<file path="src/rtl/event_status_latch.sv">
module event_status_latch (
  input  logic       clk,
  input  logic       rst_n,
  input  logic       clr_on_reset,
  input  logic       evt_opdone,
  input  logic       evt_query,
  input  logic       evt_device,
  input  logic       evt_exec,
  input  logic       evt_command,
  input  logic       evt_local,
  input  logic       clear_all,
  input  logic       rd_stb,
  output logic [7:0] rd_data,
  input  logic       mask_we,
  input  logic [7:0] mask_wdata,
  output logic [7:0] mask_rdata,
  output logic       summary
);

  logic [7:0] ev_q;
  logic [7:0] mask_q;
  logic       boot_q;

  // bit 1 is never set; bit 7 only by the reset release
  wire [7:0] set_v = {boot_q, evt_local, evt_command, evt_exec,
                      evt_device, evt_query, 1'b0, evt_opdone};
  wire       wipe  = rd_stb | clear_all;

  always_ff @(posedge clk) begin
    if (!rst_n) begin
      ev_q   <= '0;
      boot_q <= 1'b1;
      if (clr_on_reset) mask_q <= '0;
    end else begin
      boot_q <= 1'b0;
      ev_q   <= (wipe ? 8'h00 : ev_q) | set_v;
      if (mask_we) mask_q <= mask_wdata;
    end
  end

  assign rd_data    = ev_q;
  assign mask_rdata = mask_q;
  assign summary    = |(ev_q & mask_q);

endmodule

</file>
<file path="config.mk">
export PLATFORM = sky130hd
export DESIGN_NAME = event_status_latch
export DESIGN_NICKNAME = d
export VERILOG_FILES = /design/src/rtl/event_status_latch.sv
export SDC_FILE = /design/constraint.sdc
export NUM_CORES = 1
export LEC_CHECK = 0
export ABC_AREA = 1
export CORE_UTILIZATION = 37
export CTS_CLUSTER_DIAMETER = 80
export DETAILED_ROUTE_END_ITERATION = 8
export GPL_TIMING_DRIVEN = 1
export PLACE_DENSITY = 0.83
export SKIP_CTS_REPAIR_TIMING = 1
export SYNTH_ARGS = -nofsm -noshare
export SYNTH_HDL_FRONTEND = slang
export SYNTH_SLANG_ARGS = --single-unit
export TNS_END_PERCENT = 20
</file>
<file path="constraint.sdc">
create_clock -name clk -period 1.53 [get_ports clk]
set_clock_uncertainty 0.15 [all_clocks]
set_input_delay 0.153 -clock clk [delete_from_list [all_inputs] [get_ports clk]]
set_output_delay 0.153 -clock clk [all_outputs]
set_load 0.05 [all_outputs]
</file>
==> summary.md <==
| Metric | Value |
|---|---|
| Outcome | `finished, violations left` |
| Failing checks | `negative setup slack` |
| Top post-synthesis cells by count | `nand2_1 (29), inv_1 (16), dfxtp_1 (8), edfxtp_1 (8), a21oi_2 (7)` |
| Fillers | `136` |
| Power Density | `947 nW/um^2` |
| CP Launch Type | `flop` |
| RSZ-0062 raised after global routing | `yes` |
| Comb power frac | `0.346` |
| Initial antenna violation count | `0` |
| Sink of the worst hold path | `rd_data[2]` |
| Inserted Diodes | `0` |
| Met3 usage | `0.0360` |
| Worst reg2reg path startpoint | `rd_data[7]` |
| Die width | `44.8 um` |
| Max Slew Vio Count | `0` |
| Peak supply drop | `0.534 mV` |
| Lkg Pwr | `0.614 nW` |
| Drt initial violations | `6` |
| Total die area | `2000 sq um` |
| Overall Power | `1.22 mW` |
| Clock-pin slew on the worst setup and hold paths | `0.10 ns` |
| NetSw | `378 uW` |
| CP cell instances | `nand2_1, nand2_1, nor2_1, nand2_1, buf_6` |
| FF-to-FF setup slack | `0.67 ns` |
| Post-synth EDFFs | `8` |
| Via count | `616` |
| FFs w/ async S/R, synth | `0` |
| Routability cong. | `0.751` |
| #FFs+latches synth | `16` |
| Total Wirelength | `1530 um` |
| Cell taking the most area after synthesis | `edfxtp_1` |
| H-Tree Depth | `1` |
| Global routing met1 resource utilization | `0.201` |
| Final setup viols | `1` |
| Final Cycle Share | `1.01` |
| Critical Path RT | `1.23 ns` |
| Register area | `400 sq um` |
| Area of the multi-input gates | `193 sq um` |
| DRC | `0` |
| Post-synthesis cell type count | `10` |
| Area post-placement | `1210 sq um` |
| Worst hold path class | `in2reg` |
| Seq pwr share | `0.426` |
| Num CTS Buffers | `3` |
| Min cycle time layout | `1.54 ns` |
| Syn avg cell area | `9.03 sq um` |
| Slowest-stage cell, CP | `edfxtp_1` |
| Synth warnings | `0` |
| Cells after synthesis | `75` |
| CP top delay family | `flip-flops` |
| Placeable Area | `1730 sq um` |
| Busiest grt layer | `met2` |
| Min-Delay Path Depth | `3` |
| Most common cell in the netlist | `nand2_1` |
| Synth Flop Type | `edfxtp_1` |
| Pin count of the biggest net entering global routing | `10` |
| Vias in the first global route | `533` |
| CTS tree | `done` |
| Util after Layout | `0.748` |
| Worst Path Buf+Inv | `1` |
| Clk Tree Root Cell | `clkbuf_4` |
| Fin. Hold Viols | `0` |
| Drt wl/cell | `10.5 um` |
| # Max-Cap Violations | `0` |
| Register area share after synthesis | `0.591` |
| Routed Antenna Nets | `0` |
| Synth top area cells | `edfxtp_1 (35%), dfxtp_1 (24%), nand2_1 (16%)` |
| Internal power | `845 uW` |
| Global-route wire length before repair | `2250 um` |
| Worst r2r path cells | `2` |
| P&R area growth vs syn | `90.8%` |
| CP max FO | `2` |
| Top-area cell type share of the netlist area | `0.355` |
| Post-Synthesis Cell Area | `677 sq um` |
| Met2 Track Usage GR | `0.253` |
| Final nets | `141` |
| Drt pass-1 iters | `4` |
| HPWL Detailed | `1160 um` |
| Port bufs | `35` |
| Worst Path Arrival | `1.24 ns` |
| Clock share of power | `0.228` |
| Gr usage total | `0.162` |
| Design area | `1290 sq um` |
| Fmax | `648 MHz` |
| Global route overflow | `0` |
| Terminus of the critical flop-to-flop path | `rd_data[7]` |
| Clk sink count | `16` |
| CP startpoint | `mask_rdata[4]` |
| Crit-path most repeated cell | `nand2_1` |
| Initial Util | `0.392` |
| Clk_lat worst skew | `0.29 ns` |
| I/O pins | `37` |
| WS Path Type | `reg2out` |
| Switching share of power | `0.309` |
| Max clock buf depth | `2` |
| CP max stage delay | `0.43 ns` |
| Vert. Die Dim | `44.8 um` |
| Detailed-route vias per instance | `4.25` |
| Hold Path Origin | `evt_query` |
| CP Capture Type | `output port` |
| Final WS setup | `-0.0128 ns` |
| Share of layout cells above drive strength 1 | `0.308` |
| Site Rows | `15` |
| Syn_nets | `95` |
==> per-stage QoR <==
stage | hold WS (ns) | setup slack (ns) | std cells | setup TNS [ns]
2_1_floorplan | 0.147 | 0.0589 | 75 | 0
3_3_place_gp | 0.278 | -0.00664 | 136 | -0.0525
3_5_place_dp | 0.296 | -0.0660 | 136 | -0.526
4_1_cts | 0.248 | -0.0681 | 140 | -0.0681
5_1_grt | 0.274 | -0.0673 | 145 | -0.0673
6_report | 0.254 | -0.0128 | 145 | -0.0128
==> cells in the final DEF (no fill, tap or decap) <==
cell type and instances:
inv_6 1, a21oi_2 7, inv_1 16, clkbuf_4 3
buf_6 1, clkbuf_8 1, edfxtp_1 8, dfxtp_1 8
clkdlybuf4s50_1 19, nor2_1 2, buf_4 8, nand2_1 29
conb_1 1, buf_12 15, nor2_4 1
==> worst max path at each step <==
stage                    end  slack (ns)  cells past startpoint
2_1_floorplan        summary        0.06                      4
3_3_place_gp   mask_rdata[1]      -0.007                      3
3_5_place_dp   mask_rdata[4]       -0.07                      3
4_1_cts              summary       -0.07                      5
5_1_grt              summary       -0.07                      5
6_report             summary       -0.01                      5
==> cell type report <==
type | count | area share
clock buffer | 4 | 0.0281
inverter | 17 | 0.0533
multi-input combinational | 40 | 0.149
sequential | 16 | 0.310
tap | 25 | 0.0242
timing repair buffer | 43 | 0.435
==> power by group through the flow <==
stage	Sequential, mW	Clock, mW	Combinational (mW)
global placement	0.536	0	0.386
detailed placement	0.538	0	0.392
finish	0.520	0.279	0.423
CTS	0.528	0.288	0.393
global route	0.524	0.305	0.442
floorplan	0.632	0	0.0769
==> worst min-delay path, cell delays in order <==
cell             delay, ns
clkdlybuf4s50_1       0.39
inv_1                 0.06
a21oi_2               0.05
==> registers in the layout (all words and copies together), names as in the netlist <==
name	count
mask_rdata	8
boot_q	1
rd_data	7
==> routing by layer <==
| metal | wire length, um | up-vias | share of wire |
|---|---|---|---|
| met5 | 0 | - | 0 |
| met4 | 41 | 0 | 0.027 |
| met3 | 114 | 6 | 0.075 |
| met2 | 740 | 37 | 0.48 |
| met1 | 631 | 263 | 0.41 |
| li1 | - | 310 | - |
==> logic make-up after synthesis <==
family | synth area share
buffers and inverters | 0.124
AO/OA/AOI/OAI | 0.0906
other | 0.00554
flip-flops | 0.591
AND/OR/NAND/NOR | 0.189
Note: power is estimated with default switching activity, not from simulation.
